**src/rtl/sdram_rd_pkg.sv**
```systemverilog
package sdram_rd_pkg;
  localparam int unsigned MIN_CL = 2;
  localparam int unsigned MAX_CL = 3;

  typedef enum logic {
    LAT_2 = 1'b0,
    LAT_3 = 1'b1
  } lat_e;

  // delay-line tap holding a command that has waited CL-1 edges
  function automatic int unsigned lat_tap(lat_e lat);
    return (lat == LAT_3) ? (MAX_CL - 2) : (MIN_CL - 2);
  endfunction
endpackage

```
**src/rtl/sdram_rd_cmd_dly.sv**
```systemverilog
module sdram_rd_cmd_dly
  import sdram_rd_pkg::*;
#(
  parameter int unsigned TAG_W = 6
) (
  input  logic             clk_i,
  input  logic             rst_ni,
  input  lat_e             lat_i,
  input  logic             vld_i,
  input  logic [TAG_W-1:0] tag_i,
  output logic             vld_o,
  output logic [TAG_W-1:0] tag_o
);
  localparam int unsigned NSTG = MAX_CL - 1;

  logic [NSTG-1:0]  vld_q;
  logic [TAG_W-1:0] tag_q [NSTG];

  always_ff @(posedge clk_i or negedge rst_ni) begin
    if (!rst_ni) begin
      vld_q <= '0;
      for (int s = 0; s < NSTG; s++) tag_q[s] <= '0;
    end else begin
      vld_q[0] <= vld_i;
      tag_q[0] <= tag_i;
      for (int s = 1; s < NSTG; s++) begin
        vld_q[s] <= vld_q[s-1];
        tag_q[s] <= tag_q[s-1];
      end
    end
  end

  always_comb begin
    vld_o = 1'b0;
    tag_o = '0;
    for (int s = 0; s < NSTG; s++) begin
      if (lat_tap(lat_i) == s) begin
        vld_o = vld_q[s];
        tag_o = tag_q[s];
      end
    end
  end
endmodule

```
**src/rtl/sdram_rd_burst.sv**
```systemverilog
module sdram_rd_burst #(
  parameter int unsigned BANK_W    = 2,
  parameter int unsigned COL_W     = 4,
  parameter int unsigned BURST_LEN = 4
) (
  input  logic              clk_i,
  input  logic              rst_ni,
  input  logic              launch_i,
  input  logic [BANK_W-1:0] launch_bank_i,
  input  logic [COL_W-1:0]  launch_col_i,
  output logic              emit_o,
  output logic [BANK_W-1:0] emit_bank_o,
  output logic [COL_W-1:0]  emit_col_o
);
  localparam int unsigned IDX_W = $clog2(BURST_LEN);
  localparam logic [IDX_W-1:0] LAST = IDX_W'(BURST_LEN - 1);

  logic              act_q;
  logic [BANK_W-1:0] bank_q;
  logic [COL_W-1:0]  col_q;
  logic [IDX_W-1:0]  idx_q;
  logic [IDX_W-1:0]  lo_sum;

  assign lo_sum = col_q[IDX_W-1:0] + idx_q;

  // a launch always wins: this is the truncation point
  always_comb begin
    emit_o      = 1'b0;
    emit_bank_o = bank_q;
    emit_col_o  = col_q;
    if (launch_i) begin
      emit_o      = 1'b1;
      emit_bank_o = launch_bank_i;
      emit_col_o  = launch_col_i;
    end else if (act_q) begin
      emit_o     = 1'b1;
      emit_col_o = {col_q[COL_W-1:IDX_W], lo_sum};
    end
  end

  always_ff @(posedge clk_i or negedge rst_ni) begin
    if (!rst_ni) begin
      act_q  <= 1'b0;
      bank_q <= '0;
      col_q  <= '0;
      idx_q  <= '0;
    end else if (launch_i) begin
      act_q  <= 1'b1;
      bank_q <= launch_bank_i;
      col_q  <= launch_col_i;
      idx_q  <= IDX_W'(1);
    end else if (act_q) begin
      idx_q <= idx_q + 1'b1;
      if (idx_q == LAST) act_q <= 1'b0;
    end
  end
endmodule

```
**src/rtl/sdram_rd_array.sv**
```systemverilog
module sdram_rd_array #(
  parameter int unsigned BANK_W = 2,
  parameter int unsigned COL_W  = 4,
  parameter int unsigned DATA_W = 8
) (
  input  logic              clk_i,
  input  logic              wr_en_i,
  input  logic [BANK_W-1:0] wr_bank_i,
  input  logic [COL_W-1:0]  wr_col_i,
  input  logic [DATA_W-1:0] wr_data_i,
  input  logic [BANK_W-1:0] rd_bank_i,
  input  logic [COL_W-1:0]  rd_col_i,
  output logic [DATA_W-1:0] rd_data_o
);
  localparam int unsigned DEPTH = 2 ** (BANK_W + COL_W);

  logic [DATA_W-1:0] mem_q [DEPTH];

  always_ff @(posedge clk_i) begin
    if (wr_en_i) mem_q[{wr_bank_i, wr_col_i}] <= wr_data_i;
  end

  assign rd_data_o = mem_q[{rd_bank_i, rd_col_i}];
endmodule

```
**src/rtl/sdram_rd_pipe.sv**
```systemverilog
module sdram_rd_pipe
  import sdram_rd_pkg::*;
#(
  parameter int unsigned BANK_W    = 2,
  parameter int unsigned COL_W     = 4,
  parameter int unsigned DATA_W    = 8,
  parameter int unsigned BURST_LEN = 4
) (
  input  logic              clk_i,
  input  logic              rst_ni,
  input  logic              cl3_i,
  input  logic              rd_i,
  input  logic [BANK_W-1:0] bank_i,
  input  logic [COL_W-1:0]  col_i,
  input  logic              wr_en_i,
  input  logic [BANK_W-1:0] wr_bank_i,
  input  logic [COL_W-1:0]  wr_col_i,
  input  logic [DATA_W-1:0] wr_data_i,
  output logic [DATA_W-1:0] dq_o,
  output logic              dq_valid_o
);
  localparam int unsigned TAG_W = BANK_W + COL_W;

  lat_e              lat;
  logic              launch;
  logic [TAG_W-1:0]  launch_tag;
  logic              emit;
  logic [BANK_W-1:0] emit_bank;
  logic [COL_W-1:0]  emit_col;
  logic [DATA_W-1:0] rd_word;
  logic [DATA_W-1:0] dq_q;
  logic              vld_q;

  assign lat = lat_e'(cl3_i);

  sdram_rd_cmd_dly #(.TAG_W(TAG_W)) i_cmd_dly (
    .clk_i  (clk_i),
    .rst_ni (rst_ni),
    .lat_i  (lat),
    .vld_i  (rd_i),
    .tag_i  ({bank_i, col_i}),
    .vld_o  (launch),
    .tag_o  (launch_tag)
  );

  sdram_rd_burst #(
    .BANK_W    (BANK_W),
    .COL_W     (COL_W),
    .BURST_LEN (BURST_LEN)
  ) i_burst (
    .clk_i         (clk_i),
    .rst_ni        (rst_ni),
    .launch_i      (launch),
    .launch_bank_i (launch_tag[TAG_W-1:COL_W]),
    .launch_col_i  (launch_tag[COL_W-1:0]),
    .emit_o        (emit),
    .emit_bank_o   (emit_bank),
    .emit_col_o    (emit_col)
  );

  sdram_rd_array #(
    .BANK_W (BANK_W),
    .COL_W  (COL_W),
    .DATA_W (DATA_W)
  ) i_array (
    .clk_i     (clk_i),
    .wr_en_i   (wr_en_i),
    .wr_bank_i (wr_bank_i),
    .wr_col_i  (wr_col_i),
    .wr_data_i (wr_data_i),
    .rd_bank_i (emit_bank),
    .rd_col_i  (emit_col),
    .rd_data_o (rd_word)
  );

  always_ff @(posedge clk_i or negedge rst_ni) begin
    if (!rst_ni) begin
      vld_q <= 1'b0;
      dq_q  <= '0;
    end else begin
      vld_q <= emit;
      dq_q  <= emit ? rd_word : '0;
    end
  end

  assign dq_o       = dq_q;
  assign dq_valid_o = vld_q;
endmodule

```
**config.mk**
```make
export PLATFORM = sky130hd
export DESIGN_NAME = sdram_rd_pipe
export DESIGN_NICKNAME = d
export VERILOG_FILES = /design/src/rtl/sdram_rd_pkg.sv /design/src/rtl/sdram_rd_cmd_dly.sv /design/src/rtl/sdram_rd_burst.sv /design/src/rtl/sdram_rd_array.sv /design/src/rtl/sdram_rd_pipe.sv
export SDC_FILE = /design/constraint.sdc
export NUM_CORES = 1
export LEC_CHECK = 0
export ABC_AREA = 1
export BUFFER_PORTS_ARGS = -buffer_cell sky130_fd_sc_hd__buf_2
export CAP_MARGIN = 20
export CELL_PAD_IN_SITES_DETAIL_PLACEMENT = 0
export CELL_PAD_IN_SITES_GLOBAL_PLACEMENT = 1
export CORE_ASPECT_RATIO = 0.9
export CORE_MARGIN = 4
export CORE_UTILIZATION = 54
export CTS_BUF_LIST = sky130_fd_sc_hd__clkbuf_16
export DETAILED_ROUTE_END_ITERATION = 7
export PLACE_DENSITY = 0.81
export SYNTH_ARGS = -nofsm -noshare
export SYNTH_HDL_FRONTEND = slang
export SYNTH_SLANG_ARGS = --single-unit
```
**constraint.sdc**
```tcl
create_clock -name clk_i -period 4.19 [get_ports clk_i]
set_input_delay 0.2095 -clock clk_i [delete_from_list [all_inputs] [get_ports clk_i]]
set_output_delay 0.2095 -clock clk_i [all_outputs]
set_load 0.01 [all_outputs]
```
---- Word level (Yosys, flattened, before mapping) ----
Memories as Yosys holds them, arrays and structs flattened.
Cells that the tools add are included.
operators by class
  add/sub/neg operators ................... 2
  equal/unequal tests ..................... 2
  multiplexer cells ....................... 18
  reductions and logical operators ........ 2
operator list
  cell                                                              number
  32-bit by 1-bit == test with 1-bit output, second input constant  1
  32-bit logical NOT                                                1
  6-bit two-way mux                                                 2
  1-bit two-way mux                                                 10
  2-bit two-way mux                                                 4
  8-bit two-way mux                                                 1
  4-bit two-way mux                                                 1
  2-bit by 1-bit adder with 2-bit output, second input constant     1
  2-bit adder                                                       1
  2-bit == test, second input constant                              1
  2-bit nonzero test                                                1
storage, ports and cells
  register bits ........................... 32
  bits in writable memories ............... 512
  bits of input ports ..................... 25
  output and inout bits ................... 9
  memories ................................ 1
memory list
  memory         words  width  rd ports  clocked after Yosys merged registers in  wr ports  RTL line              source
  i_array.mem_q  64     8      1         0                                        1         sdram_rd_array.sv:17  logic [DATA_W-1:0] mem_q [DEPTH];

---- Longest topological paths before layout ----
Gate-level depths: netlist of run 1.
An unclocked memory read counts as a cell.
  depth after elaboration ................. 7
  gate-level depth with buffers ........... 18
  mapped depth without buffers ............ 15

---- By module ----
From an unflattened synthesis of run 1, not the netlist that was laid out.
second synthesis, totals
  cells, all modules ...................... 1911
  area, all modules ....................... 22355.2 µm²
by module, submodules not included
  module            instances  cells an instance  area an instance (µm²)  seq. area each (µm²)
  sdram_rd_array    1          1797               21179.1                 15374.7
  sdram_rd_cmd_dly  1          37                 444.2                   350.3
  sdram_rd_burst    1          51                 441.7                   225.2
  sdram_rd_pipe     1          26                 290.3                   225.2

---- Least setup slack after synthesis of run 1 ----
Ideal clock, no wire load.
  path kind ............................... flip-flop to flip-flop
  start point ............................. reg i_burst.idx_q[0]
  end point ............................... reg dq_q[6], in the netlist dq_o[6]
  library setup time ...................... 0.117 ns
  data arrival time ....................... 1.872 ns
  path slack .............................. 2.202 ns
  cell stages (with the launch flop) ...... 18
  period minus slack after synthesis ...... 1.988 ns
  cell sequence ........................... dfrtp_1 -> ha_1 -> inv_1 -> nand2_1 -> nand2_1 -> nand2_1 -> nand2_2 -> buf_4 -> buf_2 -> nand2_1 -> nand2_1 -> nand2_1 -> nand3_1 -> nand3_1 -> nand3_1 -> nand3_1 -> nand2_1 -> nor2_1
between the ends
  longest elaborated chain between the ends .. 5
ends and longest elaborated chain
  element                 RTL line              source
  start, declared         sdram_rd_burst.sv:21  logic [IDX_W-1:0] idx_q;
  start signal, assigned  sdram_rd_burst.sv:53  idx_q <= idx_q + 1'b1;
  2-bit adder             sdram_rd_burst.sv:24  assign lo_sum = col_q[IDX_W-1:0] + idx_q;
  2-bit two-way mux       sdram_rd_burst.sv:35  end else if (act_q) begin
  4-bit two-way mux       sdram_rd_burst.sv:31  if (launch_i) begin
  memory 64 x 8 bit       n/a
  8-bit two-way mux       sdram_rd_pipe.sv:82   dq_q <= emit ? rd_word : '0;
  end signal, assigned    sdram_rd_pipe.sv:82
  end, declared           sdram_rd_pipe.sv:31   logic [DATA_W-1:0] dq_q;
Every way passes these cells.
A chain may end at the register's enable or synchronous reset.

---- Worst setup path after layout of run 1 ----
  start point ............................. reg i_burst.idx_q[0]
  end point ............................... reg dq_q[2], in the netlist dq_o[2]
Same word-level chain as after synthesis.

==> results of run 1 <==
==> what timing repair did <==
action | in CTS | in global routing
hold buffers | 8 | 0
endpoints found under the hold margin | 39 | 0
setup buffers | 0 | 0
==> power by group <==
part	leakage, nW	switching [mW]	internal [mW]	total [mW]
clock network	0.932	2.09	2.91	5.00
logic	5.20	1.84	0.711	2.55
registers	4.97	0.0808	6.04	6.12
total	11.1	4.01	9.66	13.7
==> flip-flops by register name, summed over array words and instances (netlist names) <==
name	flops
dq_valid_o	1
i_burst.bank_q	2
i_cmd_dly.tag_q	12
i_cmd_dly.vld_q	2
i_burst.col_q	4
dq_o	8
i_array.mem_q	512
i_burst.idx_q	2
i_burst.act_q	1
==> layout make-up <==
class	count	area [µm²]
Fill cell	3584	16800
Sequential cell	544	16200
Multi-Input combinational cell	1337	5730
Clock buffer	56	1400
Inverter	351	1320
Tap cell	555	694
Timing Repair Buffer	80	651
Clock inverter	47	433
==> cell families (layout without fill, tap and decap cells) <==
group	count (synthesis)	in the layout	synth area share [%]
flops	544	544	68.0
simple gates	1274	1274	22.5
fa+ha+maj	2	2	0.105
compound gates	60	60	1.31
buf+inv	459	534	8.07
xor+xnor	1	1	0.0368
==> metrics by stage <==
step | utilization [%] | total power [mW] | hold WS [ps] | setup WS [ps]
finish | 61.1 | 13.7 | 108 | 943
global route | 61.1 | 14.2 | 137 | 698
CTS | 61.1 | 13.7 | 77.1 | 927
detailed placement | 56.6 | 8.75 | 319 | 963
global placement | 56.6 | 8.75 | 319 | 922
floorplan | - | 7.85 | -86.1 | 2200
==> routing by layer <==
metal	GRT usage [%]	routed length (µm)	vias to the layer above
li1	-	-	7626
met1	39.4	27200	7790
met2	40.0	28100	671
met3	4.96	5560	108
met4	7.05	1470	0
met5	0	0	-
==> path summary, 6_finish.rpt <==
path / start / to / slack (ps) / cells after the start
worst max-delay path: i_burst.idx_q[0] / dq_o[2] / 940 / 17
worst min register to register: i_cmd_dly.tag_q[7] / i_cmd_dly.tag_q[1] / 400 / 0
min in group asynchronous: rst_ni / i_cmd_dly.vld_q[0] / 230 / 2
worst min-delay path: cl3_i / i_burst.idx_q[0] / 110 / 4
max in group asynchronous: rst_ni / dq_o[4] / 3440 / 2
worst max register to register: i_burst.idx_q[0] / dq_o[2] / 940 / 17
==> placed cells by master (no fill, tap or decap), drive strengths merged, types with 26 or more instances in the layout <==
cell type and n:
nand2 806, edfxtp 512, inv 361, nand3 304, nor2 129, buf 72
o21ai 59, clkbuf 56, dfrtp 32, nand3b 27, clkinv 26
==> worst register-to-register path: stages, from the launching register on <==
cell,delay [ps]
dfrtp_1,410
ha_1,320
inv_1,60
nand2_1,50
nand2_1,70
nand2_1,360
nand2_8,460
buf_12,290
buf_4,250
nand2_1,50
nand2_1,60
nand2_1,50
nand3_1,90
nand3_1,160
nand3_1,160
nand3_1,150
nand2_1,110
nor2_1,50
==> run metrics, run 1 <==
CP bufs+invs 3; Total GRT Usage a little over a quarter; initial antenna violation count 0; final layout net count around 2,400; required time worst endpoint about 4700 ps; dpl hpwl approximately 38,000 µm; Max Cap Violations 0; largest net degree at the start of global routing roughly 100; drt drc 0; post-synth top area share 64.6%; top_reg_cell synth edfxtp_1; drt first-iter violations ~1,700; DIE AREA approximately 0.047 mm²; most frequent CP cell nand2_1; WL per Instance 21.0 µm; register area share after synthesis about two thirds; non-filler cells, final between 2,000 and 3,000; post-route cell area ~0.026 mm²; clock skew roughly 21 ps; CTS tree built; first-pass GRT wire length ~95,000 µm; Vias/cell about 5.5; I/O pins 34; Power Density approximately 520 mW/mm²; CTS clock-pin slew for the worst setup and hold paths ~60 ps; commonest cells in the netlist nand2_1, edfxtp_1, inv_1; vias in the first global route about 16,000; dpl cell area about 0.024 mm²; max_slew headroom 26.6%; Avg Cell Area, Syn around 10 µm²; Peak Freq 308 MHz; die span in x 229 µm; minimum clock period 3250 ps; Max clock buf depth 3; Netlist cell types 27; count leader, synth nand2_1; RSZ-0062 raised after global routing false; Max stage delay on crit path 460 ps; clk sinks 544; setup_tns 0 ps; Cell Area, Synth around 0.024 mm²; CP max-delay cell nand2_8; delay-heaviest family, CP simple AND/OR/NAND/NOR gates; CTS buffer count 55; Worst Setup Start Kind register; #FFs+latches synth approximately 540; Syn Nets roughly 2,400; CP cell instances ha_1 -> inv_1 -> nand2_1 -> nand2_1 -> nand2_1 -> nand2_8 -> buf_12 -> buf_4 -> nand2_1 -> nand2_1 -> nand2_1 -> nand3_1 -> nand3_1 -> nand3_1 -> nand3_1 -> nand2_1 -> nor2_1; VDD IR-drop max ~350 µV; Starting Density 55.0%; DR pass1 iterations 6; Routed WL roughly 62,000 µm; Port Buffers 33; Syn Inst Count between 2,000 and 2,500; DIE HEIGHT just over 200 µm; CP Max Fanout 50; Crit path arrival time roughly 3700 ps; run status finished clean; gpl congestion about 0.86; diode count 0; Post-synth EDFFs between 500 and 600; core area between 0.04 and 0.05 mm²; synthesis-to-layout area growth 11.0%; ANT nets after route 0; worst slew pin tran about 1100 ps; Rows a little over 70; root buffer cell clkbuf_16; critical path endpoint category register; worst skew pair latency just over 600 ps; GRT Residual Overflow 0; YS warnings 0; via count between 15,000 and 20,000; Setup CP Type register to register; final hold violations 0; Slew Limit Fails 0; H-tree depth 2; cell taking the most area after synthesis edfxtp_1; Area contributors post-synth edfxtp_1, nand2_1, nand3_1; Leak 11.1 nW; share of post-route cells with drive strength above 1 7.16%; Post-synth ARST share under 10%; HP Class input pin to register; CTS resizes 0; Final period util between 70 and 80%; Placed Cells between 2,000 and 3,000; Final setup violation count 0
Power figures use the tool's default switching activity.
==> run 2: changes to the inputs <==
--- a/config.mk
+++ b/config.mk
@@ -5,17 +5,17 @@
 export SDC_FILE = /design/constraint.sdc
 export NUM_CORES = 1
 export LEC_CHECK = 0
-export ABC_AREA = 1
+export ABC_AREA = 0
 export BUFFER_PORTS_ARGS = -buffer_cell sky130_fd_sc_hd__buf_2
 export CAP_MARGIN = 20
 export CELL_PAD_IN_SITES_DETAIL_PLACEMENT = 0
 export CELL_PAD_IN_SITES_GLOBAL_PLACEMENT = 1
 export CORE_ASPECT_RATIO = 0.9
 export CORE_MARGIN = 4
-export CORE_UTILIZATION = 54
+export CORE_UTILIZATION = 50
 export CTS_BUF_LIST = sky130_fd_sc_hd__clkbuf_16
 export DETAILED_ROUTE_END_ITERATION = 7
-export PLACE_DENSITY = 0.81
+export PLACE_DENSITY = 0.72
 export SYNTH_ARGS = -nofsm -noshare
 export SYNTH_HDL_FRONTEND = slang
 export SYNTH_SLANG_ARGS = --single-unit
==> constraint.sdc (replaced) <==
create_clock -name clk_i -period 2.6 [get_ports clk_i]
set_input_delay 0.13 -clock clk_i [delete_from_list [all_inputs] [get_ports clk_i]]
set_output_delay 0.13 -clock clk_i [all_outputs]
set_load 0.01 [all_outputs]
==> run 2 against run 1 <==
The flow now finishes with violations (setup timing); utilization grew 1.3 points; cell count shrank 35%; combinational power rose by 120%; largest cell class unchanged; largest power group unchanged; highest routed layer unchanged.
==> run metrics, run 2 <==
diode count 0; Avg Cell Area, Syn around 20 µm²; Area contributors post-synth edfxtp_1, mux4_2, dfrtp_1; CP Max Fanout 7; DIE AREA between 0.04 and 0.05 mm²; share of post-route cells with drive strength above 1 between 30% and 40%; #FFs+latches synth approximately 540; Post-synth EDFFs 512; GRT Residual Overflow 0; top_reg_cell synth edfxtp_1; max reg flops 512; largest net degree at the start of global routing 65; CTS tree built; Vias/cell just under 6; Worst Setup Slack, final -297 ps; post-route cell area about 0.026 mm²; RSZ-0062 raised after global routing true; minimum clock period approximately 2900 ps; Placed Cells ~1,800; dpl hpwl ~33,000 µm; ANT nets after route 0; via count ~11,000; clock skew ~15 ps; final layout net count approximately 1,400; Final period util 111%; Core Util, Final between 60% and 70%; WL per Instance 27.4 µm; Setup CP Type register to register; clk sinks between 500 and 600; synthesis-to-layout area growth 23.3%; required time worst endpoint 3050 ps; Max Cap Violations 0; setup_tns -1620 ps; post-synth top area share just over 70%; YS warnings 0; Cell Area, Synth between 0.02 and 0.025 mm²; Post-synth ARST share under 10%; run status finished, violations left; count leader, synth edfxtp_1; Netlist cell types around 50; drt first-iter violations about 1,300; vias in the first global route 11,798; cell taking the most area after synthesis edfxtp_1; Routed WL between 50,000 and 60,000 µm; register area share after synthesis between 70% and 80%; Crit path arrival time around 3400 ps; largest register by flop count i_array.mem_q; Slew Limit Fails 0; H-tree depth 2; dpl cell area roughly 0.023 mm²; first-pass GRT wire length 78,000 µm; die span in x ~220 µm; Syn Nets approximately 1,100; Max clock buf depth 3; commonest cells in the netlist edfxtp_1, mux4_2, nand2_1; HP Class input pin to register; Worst Setup Start Kind register; Syn Inst Count 1,072; Peak Freq 345 MHz; VDD IR-drop max roughly 740 µV; Power Density roughly 870 mW/mm²; non-filler cells, final between 1,500 and 2,000; I/O pins 34; most frequent cells in the layout edfxtp_1, buf_4, mux4_2; drt drc 0; Total GRT Usage a little under a quarter; initial antenna violation count 1; Starting Density 50.6%; failing checks setup timing; CTS clock-pin slew for the worst setup and hold paths 60 ps; CTS buffer count between 50 and 60; Rows between 70 and 80; worst skew pair latency about 600 ps; Port Buffers 33; max_slew headroom 31.8%; critical path endpoint category register; commonest non-fill, non-tap cell in the layout edfxtp_1; Final setup violation count 8; DR pass1 iterations 5; gpl congestion between 0.8 and 0.9; Leak around 9 nW; final hold violations 0; root buffer cell clkbuf_16; worst slew pin tran slightly above 1000 ps; core area about 0.042 mm²; DIE HEIGHT 203 µm
-- run 2: cell count changes after synthesis, moves of 38 or more --
cell     before  now
nor2_1      127   74
buf_2        63   25
nand2_1     793   94
inv_1       347    3
nand3_1     303   12
mux4_2        0  116
o21ai_0      46    3
-- run 2: worst paths after layout --
| kind | from | to | slack, ps | cells past startpoint |
|---|---|---|---|---|
| worst max-delay path | i_burst.col_q[0] | dq_o[6] | -300 | 13 |
| worst min-delay path | wr_data_i[1] | i_array.mem_q[44][1] | 20 | 1 |
| worst max register to register | i_burst.col_q[0] | dq_o[6] | -300 | 13 |
| worst min register to register | i_cmd_dly.tag_q[8] | i_cmd_dly.tag_q[2] | 380 | 0 |
| max in group asynchronous | rst_ni | dq_o[2] | 1900 | 2 |
| min in group asynchronous | rst_ni | i_cmd_dly.tag_q[11] | 180 | 2 |
-- run 2: cell families (layout without fill, tap and decap cells) --
family / after synthesis / after routing / synth area share (%)
AO/OA/AOI/OAI: 89 / 89 / 3.10
AND/OR/NAND/NOR: 227 / 227 / 4.63
buffers and inverters: 60 / 368 / 1.62
adder cells (fa/ha/maj): 2 / 2 / 0.118
XOR/XNOR: 2 / 2 / 0.0829
multiplexers: 148 / 148 / 13.9
flip-flops: 544 / 544 / 76.5
-- run 2: what timing repair did --
action                     CTS  global route
hold buffers                10             0
hold endpoints to repair    45             0
buffers inserted            35             4
setup endpoints to repair    8             8
pin swaps                   35            22
gates cloned                 4             1
gates resized for setup     82            31
-- run 2: layer usage --
metal | GRT usage (%) | wire [µm] | vias up
met1 | 34.1 | 21400 | 5988
li1 | - | - | 4901
met4 | 6.78 | 1450 | 0
met3 | 4.58 | 4380 | 85
met5 | 0 | 0 | -
met2 | 36.6 | 25500 | 521
-- run 2: layout make-up --
| cell class | count | area [µm²] |
|---|---|---|
| flip-flops and latches | 544 | 16200 |
| fillers | 2943 | 15700 |
| multi-input cells | 468 | 5080 |
| repair buffers | 268 | 2440 |
| clock buffers | 53 | 1330 |
| well taps | 547 | 684 |
| clock inverters | 42 | 327 |
| inverters | 5 | 20.0 |
-- run 2: power by group --
part           switching [mW]  internal [mW]
Clock                    3.19           4.19
Sequential              0.123           9.74
Combinational            2.64           2.86
-- run 2: metrics by stage --
step	power, mW	setup slack (ps)	hold WS, ps
finish	22.7	-297	24.1
global route	23.6	-380	26.6
CTS	22.7	-244	18.6
detailed placement	14.5	-513	242
global placement	14.5	-504	241
floorplan	12.5	4.41	-166
-- run 2: worst max-delay path, stage by stage, from the launching register on --
cell,delay (ps)
dfrtp_1,410
ha_4,180
xor2_2,150
nor3b_4,170
o31ai_4,320
buf_12,200
buf_8,130
buf_12,120
buf_12,120
mux4_2,360
nand2_2,100
nand4_1,140
a31oi_4,270
a211oi_2,80
